<file path="src/rtl/bridge_fwd_decoder.sv">
module bridge_fwd_decoder #(
  parameter int BUS_W = 8
) (
  input  logic              clk,
  input  logic              rst_n,
  input  logic              cfg_we,
  input  logic [2:0]        cfg_sel,
  input  logic [31:0]       cfg_wdata,
  output logic [31:0]       cfg_rdata,
  input  logic              req_valid,
  input  logic [2:0]        req_kind,
  input  logic [63:0]       req_addr,
  input  logic [BUS_W-1:0]  req_bus,
  output logic              fwd_valid,
  output logic              fwd_hit,
  output logic [2:0]        fwd_win,
  output logic              fwd_type0
);
  logic [3:0]       io_base_n, io_lim_n;
  logic [15:0]      io_base_up, io_lim_up;
  logic [11:0]      mem_base, mem_lim, pf_base, pf_lim;
  logic [31:0]      pf_base_up, pf_lim_up;
  logic [BUS_W-1:0] sec_bus, sub_bus;
  logic             io_en, mem_en, isa_en, vga_en;

  always_ff @(posedge clk) begin
    if (!rst_n) begin
      io_base_n  <= '0; io_lim_n  <= '0;
      io_base_up <= '0; io_lim_up <= '0;
      mem_base   <= '0; mem_lim   <= '0;
      pf_base    <= '0; pf_lim    <= '0;
      pf_base_up <= '0; pf_lim_up <= '0;
      sec_bus    <= '0; sub_bus   <= '0;
      io_en <= 1'b0; mem_en <= 1'b0; isa_en <= 1'b0; vga_en <= 1'b0;
    end else if (cfg_we) begin
      case (cfg_sel)
        3'd0: begin io_base_n <= cfg_wdata[7:4]; io_lim_n <= cfg_wdata[15:12]; end
        3'd1: begin io_base_up <= cfg_wdata[15:0]; io_lim_up <= cfg_wdata[31:16]; end
        3'd2: begin mem_base <= cfg_wdata[15:4]; mem_lim <= cfg_wdata[31:20]; end
        3'd3: begin pf_base <= cfg_wdata[15:4]; pf_lim <= cfg_wdata[31:20]; end
        3'd4: pf_base_up <= cfg_wdata;
        3'd5: pf_lim_up  <= cfg_wdata;
        3'd6: begin sec_bus <= cfg_wdata[BUS_W-1:0]; sub_bus <= cfg_wdata[8+BUS_W-1:8]; end
        default: begin
          io_en  <= cfg_wdata[0]; mem_en <= cfg_wdata[1];
          isa_en <= cfg_wdata[2]; vga_en <= cfg_wdata[3];
        end
      endcase
    end
  end

  always_comb begin
    cfg_rdata = '0;
    case (cfg_sel)
      3'd0: cfg_rdata = {16'h0, io_lim_n, 4'h1, io_base_n, 4'h1};
      3'd1: cfg_rdata = {io_lim_up, io_base_up};
      3'd2: cfg_rdata = {mem_lim, 4'h0, mem_base, 4'h0};
      3'd3: cfg_rdata = {pf_lim, 4'h1, pf_base, 4'h1};
      3'd4: cfg_rdata = pf_base_up;
      3'd5: cfg_rdata = pf_lim_up;
      3'd6: cfg_rdata[8+BUS_W-1:0] = {sub_bus, sec_bus};
      default: cfg_rdata[3:0] = {vga_en, isa_en, mem_en, io_en};
    endcase
  end

  wire [31:0] a32    = req_addr[31:0];
  wire        low64k = (a32[31:16] == 16'h0);
  wire [9:0]  a10    = a32[9:0];

  wire [31:0] io_lo  = {io_base_up, io_base_n, 12'h000};
  wire [31:0] io_hi  = {io_lim_up, io_lim_n, 12'hfff};
  wire        io_in  = (io_lo <= a32) && (a32 <= io_hi);
  wire        vga_in = vga_en && low64k &&
                       (((a10 >= 10'h3b0) && (a10 <= 10'h3bb)) ||
                        ((a10 >= 10'h3c0) && (a10 <= 10'h3df)));
  wire        isa_out = isa_en && low64k && (a32[9:8] != 2'b00);

  wire [31:0] mem_lo = {mem_base, 20'h0};
  wire [31:0] mem_hi = {mem_lim, 20'hfffff};
  wire        mem_in = (mem_lo <= a32) && (a32 <= mem_hi);

  wire [63:0] pf_addr = (req_kind == 3'd3) ? req_addr : {32'h0, a32};
  wire [63:0] pf_lo   = {pf_base_up, pf_base, 20'h0};
  wire [63:0] pf_hi   = {pf_lim_up, pf_lim, 20'hfffff};
  wire        pf_in   = (pf_lo <= pf_addr) && (pf_addr <= pf_hi);

  logic       d_hit, d_t0;
  logic [2:0] d_win;

  always_comb begin
    d_hit = 1'b0; d_win = 3'd0; d_t0 = 1'b0;
    case (req_kind)
      3'd1: if (io_en) begin
        if (vga_in)       begin d_hit = 1'b1; d_win = 3'd1; end
        else if (isa_out) d_hit = 1'b0;
        else if (io_in)   begin d_hit = 1'b1; d_win = 3'd2; end
      end
      3'd2: if (mem_en) begin
        if (mem_in)     begin d_hit = 1'b1; d_win = 3'd3; end
        else if (pf_in) begin d_hit = 1'b1; d_win = 3'd4; end
      end
      3'd3: if (mem_en && pf_in) begin d_hit = 1'b1; d_win = 3'd4; end
      3'd4: begin
        if (req_bus == sec_bus) begin d_hit = 1'b1; d_win = 3'd6; d_t0 = 1'b1; end
        else if ((req_bus > sec_bus) && (req_bus <= sub_bus)) begin d_hit = 1'b1; d_win = 3'd5; end
      end
      default: ;
    endcase
  end

  always_ff @(posedge clk) begin
    if (!rst_n) begin
      fwd_valid <= 1'b0; fwd_hit <= 1'b0; fwd_win <= 3'd0; fwd_type0 <= 1'b0;
    end else begin
      fwd_valid <= req_valid;
      fwd_hit   <= req_valid & d_hit;
      fwd_win   <= req_valid ? d_win : 3'd0;
      fwd_type0 <= req_valid & d_t0;
    end
  end
endmodule

</file>
<file path="config.mk">
export PLATFORM = sky130hd
export DESIGN_NAME = bridge_fwd_decoder
export DESIGN_NICKNAME = d
export VERILOG_FILES = /design/src/rtl/bridge_fwd_decoder.sv
export SDC_FILE = /design/constraint.sdc
export NUM_CORES = 1
export LEC_CHECK = 0
export ABC_AREA = 0
export ABC_CLOCK_PERIOD_IN_PS = 7800
export BUFFER_PORTS_ARGS = -buffer_cell sky130_fd_sc_hd__buf_4
export CAP_MARGIN = 20
export CORE_MARGIN = 1.5
export CORE_UTILIZATION = 37
export DETAILED_ROUTE_END_ITERATION = 16
export GPL_TIMING_DRIVEN = 0
export PLACE_DENSITY = 0.58
export SLEW_MARGIN = 10
export SYNTH_ARGS = -nofsm -noshare
export SYNTH_HDL_FRONTEND = slang
export SYNTH_SLANG_ARGS = --single-unit
</file>
<file path="constraint.sdc">
create_clock -name clk -period 7.8 [get_ports clk]
set_input_delay 0.39 -clock clk [delete_from_list [all_inputs] [get_ports clk]]
set_output_delay 0.39 -clock clk [all_outputs]
set_load 0.005 [all_outputs]
</file>
==> flow_summary.toml, run 1 <==
[routing]
vias = 12400
ant_nets = 0
drt_iter0_drc = 1130
wl_um = 47100
drcViolationCount = 0
viasPerCell = 5.48
wl_per_cell_um = 20.9
dr.pass1.iters = 6

[timing]
skew_ns = 0.0128
timing.final.crit_share_pct = 54.4
rsz0062_at_grt = "false"
slew_headroom_pct = 17.3
max_freq_mhz = 236
tightestPinTransition_ns = 1.23
hold_violations = 0
finalSetupTns_ns = 0
finalSetupViolCount = 0
min_period_ns = 4.24
drv_slew = 0

[synthesis]
ys_async_sr_fraction_pct = 0
syn-num-nets = 1912
synth_top_family_by_area = "simple AND/OR/NAND/NOR gates"
synth_cell_types = 54
ys_warn_count = 0
synth_area_sq_mm = 0.0124
synth-seq-area-share_pct = 28.8
synth_edf_count = 0
syn_inst = 1632
synthXorXnorAreaFrac_pct = 0.212
postSynthAreaPerCell_sq_um = 7.59
synth_compound_area_share_pct = 20.9
yosys.area_share.simple_pct = 21.2
synth-adder-area-share_pct = 16.8
muxShareOfSynthArea_pct = 5.16
ys_seq_elements = 178
ys.flop_type = "dfxtp_1"

[power]
cellPowerDensity_mw_per_mm2 = 154
peakVddDrop_uv = 169
p_leak_nw = 6.05

[cells_and_area]
multiInputGateArea_sq_mm = 0.00795
antenna_cells = 0
fill_cells = 3384
drive_gt1_share_pct = 11.3
syn2layout_area_growth_pct = 18.6
nets = 2083
ff_latch_area_sq_mm = 0.00356
final_area_sq_mm = 0.0147

[critical_path]
path_max_fanout = 10
crit_required_ns = 8.11
slowest_delay_ns = 1.05
reg2regPathDepth = 9
worst-path-stages = 14
worstPathCellList = "buf_4, and3b_1, clkbuf_1, clkbuf_1, nand2_1, inv_1, ha_1, nand4_1, nor4_1, nand3_1, nor4_1, a221oi_1, o22ai_1, a41oi_1"
crit_slowest_cell = "nor4_1"
critPathCaptureType = "flip-flop"
worstPathArrival_ns = 4.55
r2r_end = "fwd_hit$_SDFF_PN0_"
start_kind = "primary input"
r2r_setup_slack_ns = 4.17
r2r_start = "pf_lim_up[31]$_SDFFE_PN0P_"
critical_path_class = "primary input to flip-flop"
cp_top_family = "simple AND/OR/NAND/NOR gates"
path_buf_inv = 4

[worst_hold_path]
holdPathStages = 2
worstHoldEndpoint = "fwd_valid$_SDFF_PN0_"
hold_path_class = "primary input to flip-flop"
min-delay-start = "req_valid"

[cts]
clock-sinks = 178
clk_latency_ns = 0.46
cts_tree = "yes"
h-tree-depth = 4
cts_resized = 0
clk_path_buf_depth = 2
numCtsBuffers = 17
cts_hold_buffers = 0
clk_pin_slew_worst_paths_ns = 0.07
cts-root-buf = "clkbuf_16"
cts_setup_buffers = 0

[placement]
gp_congestion = 0.946
portBuffers = 150
place_area_sq_mm = 0.0141
dp_hpwl_um = 38700

[job]
cap_violations = 0

[floorplan]
num_io_pins = 152
fp.dieW_um = 186
core_area_sq_mm = 0.0327
dieArea_sq_mm = 0.0346
rows = 66
start_util_pct = 37.9
die_y_um = 186

[grt]
antenna_found_initial = 0
grt_overflow_total = 0
grt_pass1_wl_um = 69600
grt_max_degree = 17
grt_util_all_layers_pct = 27.6
grt_pass1_vias = 11800

[status]
outcome = "finished clean"
flip-flops by register name, indices dropped and copies added (netlist names), 3 cells and up:
name	count
pf_base_up	32
pf_lim_up	32
io_base_up	16
io_lim_up	16
mem_base	12
mem_lim	12
pf_base	12
pf_lim	12
sec_bus	8
sub_bus	8
io_base_n	4
io_lim_n	4
fwd_win	3
cell type report:
cell class                 count  share of cell area [%]
sequential                   178                    24.3
buffer                        73                    1.91
multi-input combinational   1225                    54.2
timing repair buffer         152                    7.74
inverter                     156                    3.99
clock inverter                13                    1.16
tap                          442                    3.77
clock buffer                  19                    3.02
synth_stat cells, types with 6 or more instances:
library cell	count	area share [%]
nand2_1	431	13
dfxtp_1	178	29
ha_1	166	17
inv_1	153	4.6
a21boi_0	109	6.6
a21oi_1	90	3.6
clkbuf_1	64	1.9
a21boi_1	59	3.6
nor2_1	54	1.6
mux2i_1	47	3.8
o21ai_0	43	1.7
nand4_1	27	1.4
nand3_1	26	1.1
nor3_1	17	0.69
o22ai_1	17	0.86
a221oi_1	14	0.99
nor4_1	14	0.71
a211oi_1	10	0.61
a22oi_1	10	0.61
a21o_1	9	0.55
and2_1	7	0.35
nor2b_1	7	0.35
o221ai_1	7	0.50
and3_1	6	0.30
and4_1	6	0.42
how the worst max path moves through the flow:
stage                      startpoint               endpoint  slack (ns)
after floorplan           req_kind[2]     fwd_hit$_SDFF_PN0_        5.06
after global routing      req_kind[2]  fwd_win[2]$_SDFF_PN0_        3.52
after global placement    req_kind[2]     fwd_hit$_SDFF_PN0_        3.28
after CTS                 req_kind[2]     fwd_hit$_SDFF_PN0_        3.77
final                     req_kind[0]     fwd_hit$_SDFF_PN0_        3.56
after detailed placement  req_kind[2]     fwd_hit$_SDFF_PN0_        3.30
through the flow:
stage	utilization (%)	setup slack [ns]	instances	hold slack (ns)	power, mW
after floorplan	-	5.06	1632	0.443	1.16
after global placement	43.0	3.28	2224	0.450	1.34
after detailed placement	43.0	3.30	2225	0.458	1.34
after CTS	44.9	3.77	2257	0.182	2.26
after global routing	44.9	3.52	2258	0.201	2.34
final	44.9	3.56	2258	0.195	2.26
cell families (layout without fill, tap and decap cells):
group	after synthesis	in the layout
AO/OA/AOI/OAI	387	387
XOR/XNOR	3	3
adder cells (fa/ha/maj)	166	166
buffers and inverters	229	413
flip-flops	178	178
multiplexers	57	57
AND/OR/NAND/NOR	612	612
report_power, final:
group          internal (mW)  total [mW]  switching [mW]
clock network          0.519       0.926           0.408
registers              0.927       0.948          0.0204
logic                  0.151       0.384           0.233
total                   1.60        2.26           0.661
placed cells by master, fill, tap and decap left out, types with 9 or more instances in the layout:
cell type  netlist  routed
a21o_1           9       9
a21boi_1        59      59
buf_4            0     150
mux2i_1         47      47
inv_1          153     153
nor2_1          54      54
ha_1           166     166
o22ai_1         17      17
nor4_1          14      14
nand2_1        431     431
a22oi_1         10      10
dfxtp_1        178     178
a21oi_1         90      90
nor3_1          17      17
a211oi_1        10      10
a21boi_0       109     109
o21ai_0         43      43
a221oi_1        14      14
clkbuf_1        64      65
nand3_1         26      26
clkbuf_16        0      17
nand4_1         27      27
layer usage:
| layer | track usage (%) | routed length (um) |
|---|---|---|
| met2 | 44.8 | 21500 |
| met5 | 0 | 0 |
| met4 | 13.3 | 2120 |
| met3 | 5.50 | 3500 |
| met1 | 35.0 | 20000 |
No activity file was read; power rests on OpenSTA's default activity.
==> run 2, diff against run 1 <==
--- a/config.mk
+++ b/config.mk
@@ -5,8 +5,8 @@
 export SDC_FILE = /design/constraint.sdc
 export NUM_CORES = 1
 export LEC_CHECK = 0
-export ABC_AREA = 0
-export ABC_CLOCK_PERIOD_IN_PS = 7800
+export ABC_AREA = 1
+export ABC_CLOCK_PERIOD_IN_PS = 4280
 export BUFFER_PORTS_ARGS = -buffer_cell sky130_fd_sc_hd__buf_4
 export CAP_MARGIN = 20
 export CORE_MARGIN = 1.5
==> constraint.sdc (replaced) <==
create_clock -name clk -period 4.28 [get_ports clk]
set_input_delay 0.214 -clock clk [delete_from_list [all_inputs] [get_ports clk]]
set_output_delay 0.214 -clock clk [all_outputs]
set_load 0.005 [all_outputs]
==> run 2 against run 1 <==
Effect of this change: worst setup slack worse by 2.3 ns; sequential share of layout area increased by 1.8 points; final cell count decreased by 3.5%; core utilization is 0.15 points lower; first-iteration DRC count down 17%; hold slack lost 0.16 ns; flip-flop and latch count unchanged.
==> flow_summary.toml, run 2 <==
[critical_path]
worst-path-stages = 21
r2r_end = "fwd_hit$_SDFF_PN0_"
crit_slowest_cell = "buf_1"
slowest_delay_ns = 0.42
critPathCaptureType = "flip-flop"
critical_path_class = "primary input to flip-flop"
r2r_start = "io_lim_up[14]$_SDFFE_PN0P_"
endpoint = "fwd_win[2]$_SDFF_PN0_"
path_buf_inv = 2
start_kind = "primary input"
reg2regPathDepth = 15
crit_start = "req_kind[0]"
r2r_setup_slack_ns = 1.65
crit_required_ns = 4.62
cp_top_family = "simple AND/OR/NAND/NOR gates"
crit_top_cell = "nand2_1"
path_max_fanout = 10
worstPathArrival_ns = 3.35
worstPathCellList = "buf_4, nand2_2, nor2_8, buf_1, nand2_1, ha_1, nand2_1, nor2_1, nand2_1, nor2_1, nand2_1, nor2_1, nand2_1, nand2_1, nor2_1, nand2_1, nand2_1, nand4_1, nand2_1, nor2_1, nor2_1"

[routing]
vias = 12000
viasPerCell = 5.52
dr.pass1.iters = 5
wl_per_cell_um = 20.4
drcViolationCount = 0
drt_iter0_drc = 935
wl_um = 44600
ant_nets = 0

[synthesis]
ys_warn_count = 0
ys_seq_elements = 178
netlist.area_leader.share_pct = 31.1
synth_top_area_cell = "dfxtp_1"
synth_area_sq_mm = 0.0115
syn-num-nets = 1882
ys.flop_type = "dfxtp_1"
synth_top_cells_by_area = "dfxtp_1, ha_1, a21oi_1"
ys_async_sr_fraction_pct = 0
synth.most_common_cell = "a21oi_1"
synth-seq-area-share_pct = 31.1
synth_commonest_cells = "a21oi_1, inv_1, nand2_1"
syn_inst = 1602
synth_cell_types = 39
postSynthAreaPerCell_sq_um = 7.16
synth_edf_count = 0

[grt]
grt_util_all_layers_pct = 27.9
grt_pass1_wl_um = 65500
antenna_found_initial = 1
grt_pass1_vias = 11300
grt_overflow_total = 0
grt_max_degree = 17

[placement]
dp_hpwl_um = 35500
gp_congestion = 0.986
portBuffers = 150
place_area_sq_mm = 0.0131

[cells_and_area]
layout_commonest_cell = "a21oi_1"
antenna_cells = 0
reg_top3 = "pf_base_up x32, pf_lim_up x32"
drive_gt1_share_pct = 11.7
fill_cells = 3168
nets = 2051
final_cell_mix = "a21oi_1, inv_1, nand2_1, o21ai_0, dfxtp_1"
syn2layout_area_growth_pct = 19.3
final_area_sq_mm = 0.0137

[power]
cellPowerDensity_mw_per_mm2 = 302
p_leak_nw = 6.16
peakVddDrop_uv = 280

[floorplan]
dieArea_sq_mm = 0.0321
fp.dieW_um = 179
start_util_pct = 37.5
rows = 64
num_io_pins = 152
die_y_um = 179
core_area_sq_mm = 0.0306

[timing]
finalSetupViolCount = 0
slew_headroom_pct = 36.4
max_freq_mhz = 332
hold_violations = 0
skew_ns = 0.0163
finalSetupTns_ns = 0
rsz0062_at_grt = "false"
tightestPinTransition_ns = 0.945
timing.final.crit_share_pct = 70.3
drv_slew = 0
min_period_ns = 3.01

[worst_hold_path]
hold_path_class = "primary input to flip-flop"
min-delay-start = "req_valid"

[cts]
cts_hold_buffers = 0
cts_setup_buffers = 0
clk_pin_slew_worst_paths_ns = 0.06
cts_tree = "yes"
clock-sinks = 178
cts_resized = 0
cts-root-buf = "clkbuf_16"
numCtsBuffers = 17
clk_latency_ns = 0.46
h-tree-depth = 4
clk_path_buf_depth = 2

[job]
cap_violations = 0

[status]
outcome = "finished clean"
## run 2: changes by cell type after synthesis, moves of 59 or more
cell,before,now
nand2_1,431,218
a21oi_1,90,233
o21ai_0,43,178
a21boi_0,109,1
inv_1,153,219
nor2_1,54,115
a21boi_1,59,0
## run 2: worst min-delay path by stage
| stage | to | slack (ns) | cells after the start |
|---|---|---|---|
| 5_1_grt | fwd_valid$_SDFF_PN0_ | 0.05 | 3 |
| 6_report | fwd_valid$_SDFF_PN0_ | 0.03 | 3 |
| 2_1_floorplan | io_base_up[10]$_SDFFE_PN0P_ | 0.35 | 2 |
| 3_3_place_gp | io_lim_up[8]$_SDFFE_PN0P_ | 0.47 | 2 |
| 4_1_cts | fwd_valid$_SDFF_PN0_ | 0.04 | 3 |
| 3_5_place_dp | io_lim_up[8]$_SDFFE_PN0P_ | 0.47 | 2 |
## run 2: layout make-up
class	instances	area [sq um]	area share, %
plain buffers	66	253	1.85
clock buffers	20	467	3.41
clock inverters	12	130	0.951
inverters	235	882	6.44
multi-input cells	1123	6770	49.5
flip-flops and latches	178	3560	26.0
well taps	396	495	3.62
repair buffers	150	1130	8.23
## run 2: per-stage QoR
| stage | power, mW | worst slack [ns] | hold slack [ns] | util, % | instances |
|---|---|---|---|---|---|
| after floorplan | 2.18 | 2.05 | 0.349 | - | 1602 |
| after global placement | 2.51 | 0.873 | 0.467 | 42.8 | 2148 |
| after detailed placement | 2.53 | 0.836 | 0.472 | 42.8 | 2148 |
| after CTS | 4.13 | 1.28 | 0.0372 | 44.8 | 2180 |
| after global routing | 4.29 | 1.03 | 0.0504 | 44.8 | 2180 |
| final | 4.13 | 1.27 | 0.0347 | 44.8 | 2180 |
## run 2: kinds of logic (layout without fill, tap and decap cells)
logic type                 after synthesis  in the layout  synth area share [%]
AOI/OAI and AO/OA                      513            513                  24.4
adders and majority gates              166            166                  18.1
and+or+nand+nor                        444            444                  16.6
DFF                                    178            178                  31.1
buffers and inverters                  301            483                  9.89
## run 2: routing by layer
metal / GRT usage (%) / up-vias / part of all wire [%]
met5: 0 / - / 0.020
met3: 5.92 / 99 / 8.7
li1: - / 5829 / -
met4: 14.4 / 2 / 5.0
met2: 44.5 / 536 / 44
met1: 35.3 / 5558 / 42
## run 2: report_power, final
group,switching [mW],total [mW],internal (mW)
logic,0.489,0.761,0.272
registers,0.0321,1.74,1.71
clock network,0.720,1.63,0.908
## run 2: worst register-to-register path, cell delays in order, from the launching register on
cell      delay [ns]
dfxtp_1         0.31
inv_1           0.09
ha_1            0.29
nand2_1         0.06
nor2_1          0.24
nand2_1         0.09
nor4_1          0.66
nand2_1         0.11
nand3_1         0.20
nand2_1         0.09
nand3b_1        0.11
nand2_1         0.06
inv_1           0.05
nand2_1         0.04
nor2_1          0.08
nor2_1          0.05
==> run 3, diff against run 2 <==
--- a/config.mk
+++ b/config.mk
@@ -6,7 +6,7 @@
 export NUM_CORES = 1
 export LEC_CHECK = 0
 export ABC_AREA = 1
-export ABC_CLOCK_PERIOD_IN_PS = 4280
+export ABC_CLOCK_PERIOD_IN_PS = 3000
 export BUFFER_PORTS_ARGS = -buffer_cell sky130_fd_sc_hd__buf_4
 export CAP_MARGIN = 20
 export CORE_MARGIN = 1.5
==> constraint.sdc (replaced) <==
create_clock -name clk -period 3 [get_ports clk]
set_input_delay 0.15 -clock clk [delete_from_list [all_inputs] [get_ports clk]]
set_output_delay 0.15 -clock clk [all_outputs]
set_load 0.005 [all_outputs]
==> run 3 against run 2 <==
Effect of this change: flip-flop and latch count did not move; critical path depth did not move; hold slack got worse by 0.032 ns; global-route usage did not move; final cell count barely moved; clock skew barely moved; critical path type unchanged; highest routed layer unchanged.
==> flow_summary.toml, run 3 (synthesis results as in run 2) <==
[power]
design_power_total_mw = 5.90
cellPowerDensity_mw_per_mm2 = 430
peakVddDrop_uv = 399
p_leak_nw = 6.17

[critical_path]
cp_top_family = "simple AND/OR/NAND/NOR gates"
r2r_end = "fwd_hit$_SDFF_PN0_"
r2r_start = "io_lim_up[14]$_SDFFE_PN0P_"
reg2regPathDepth = 15
critical_path_class = "primary input to flip-flop"
worstPathArrival_ns = 3.08
crit_slowest_cell = "ha_1"
crit_required_ns = 3.34
path_max_fanout = 10
worstPathCellList = "buf_4, nand2_2, nor2_8, clkbuf_2, nand2_1, ha_1, nand2_1, nor2_1, nand2_1, nor2_1, nand2_1, nor2_1, nand2_1, nand2_1, nor2_1, nand2_1, nand2_1, nand4_1, nand2_1, nor2_1, nor2_1"
critPathCaptureType = "flip-flop"
crit_top_cell = "nand2_1"
path_buf_inv = 2
r2r_setup_slack_ns = 0.31
slowest_delay_ns = 0.32
start_kind = "primary input"

[grt]
antenna_found_initial = 1
grt_overflow_total = 0
grt_pass1_wl_um = 65500
grt_util_all_layers_pct = 27.9
grt_pass1_vias = 11300
grt_max_degree = 17

[cells_and_area]
final_cell_mix = "a21oi_1, inv_1, nand2_1, o21ai_0, dfxtp_1"
final_area_sq_mm = 0.0137
layout_commonest_cell = "a21oi_1"
nets = 2053
reg_top3 = "pf_base_up x32, pf_lim_up x32"
antenna_cells = 0
syn2layout_area_growth_pct = 19.5
instances_no_fill = 2182
drive_gt1_share_pct = 11.9

[floorplan]
dieArea_sq_mm = 0.0321
num_io_pins = 152
die_y_um = 179
fp.dieW_um = 179
core_area_sq_mm = 0.0306
rows = 64
start_util_pct = 37.5

[routing]
viasPerCell = 5.54
drcViolationCount = 0
wl_um = 44500
dr.pass1.iters = 6
vias = 12100
drt_iter0_drc = 930
ant_nets = 0
wl_per_cell_um = 20.4

[timing]
finalSetupViolCount = 0
skew_ns = 0.0163
drv_slew = 0
hold_violations = 0
min_period_ns = 2.74
slew_headroom_pct = 37.0
timing.final.crit_share_pct = 91.3
rsz0062_at_grt = "false"
layout_setup_ws_ns = 0.262
max_freq_mhz = 365
whs_ns = 0.00279
tightestPinTransition_ns = 0.936

[worst_hold_path]
worstHoldEndpoint = "io_base_up[0]$_SDFFE_PN0P_"
hold_path_class = "primary input to flip-flop"
holdPathStages = 3
min-delay-start = "cfg_wdata[0]"

[job]
cap_violations = 0

[placement]
dp_hpwl_um = 35500
gp_congestion = 0.986
pre_cts_slack_ns = -0.380
portBuffers = 150
place_area_sq_mm = 0.0131
placedCellCount = 2148

[cts]
cts-root-buf = "clkbuf_16"
clk_latency_ns = 0.46
cts_tree = "yes"
h-tree-depth = 4
clock-sinks = 178
clk_pin_slew_worst_paths_ns = 0.07
clk_path_buf_depth = 2
numCtsBuffers = 17

[status]
outcome = "finished clean"
## run 3: changes by cell type in the layout (fill, tap and decap cells not counted)
| cell | delta |
|---|---|
| buf_1 | -3 |
| clkbuf_2 | +3 |
| dlygate4sd3_1 | +2 |
## run 3: how the worst max path moves through the flow
stage | start | endpoint | slack [ns] | depth (start not counted)
CTS | req_kind[0] | fwd_win[2]$_SDFF_PN0_ | 0.07 | 21
finish | req_kind[0] | fwd_win[2]$_SDFF_PN0_ | 0.26 | 21
floorplan | req_kind[1] | fwd_hit$_SDFF_PN0_ | 0.83 | 20
global placement | req_kind[0] | fwd_win[2]$_SDFF_PN0_ | -0.34 | 21
detailed placement | req_kind[0] | fwd_win[2]$_SDFF_PN0_ | -0.38 | 21
global route | req_kind[0] | fwd_hit$_SDFF_PN0_ | 0.03 | 21
## run 3: metal layers
layer  up-vias  part of all wire (%)  track usage, %  wire [um]
met3        99                   8.5            5.89       3800
met5         -                 0.029               0         13
met2       519                    44            44.5      19600
li1       5838                     -               -          -
met4         2                   5.0            14.4       2240
met1      5636                    42            35.3      18900
## run 3: area by class of cell
| type | count | area (sq um) |
|---|---|---|
| plain buffers | 66 | 256 |
| clock buffers | 20 | 467 |
| clock inverters | 12 | 130 |
| fillers | 3164 | 16900 |
| inverters | 235 | 882 |
| multi-input cells | 1123 | 6770 |
| flip-flops and latches | 178 | 3560 |
| well taps | 396 | 495 |
| repair buffers | 152 | 1150 |
## run 3: power breakdown
part	internal, mW	switching [mW]	leakage, nW	total (mW)
combinational	0.390	0.699	4.43	1.09
clock	1.30	1.03	0.293	2.32
sequential	2.44	0.0458	1.45	2.49
## run 3: repair_timing
item                       CTS  global route
gates resized for setup      0             3
hold buffers                 2             0
setup endpoints to repair    0             2
hold endpoints to repair     2             0
buffers inserted             0             0
## run 3: per-stage QoR
step | util, % | setup TNS, ns
2_1_floorplan | - | 0
3_3_place_gp | 42.8 | -0.684
3_5_place_dp | 42.8 | -0.756
4_1_cts | 44.8 | 0
5_1_grt | 44.8 | 0
6_report | 44.8 | 0
## run 3: worst min-delay path, stage by stage
cell and delay (ns):
buf_4 0.13, nor2_1 0.05, nor2_1 0.08
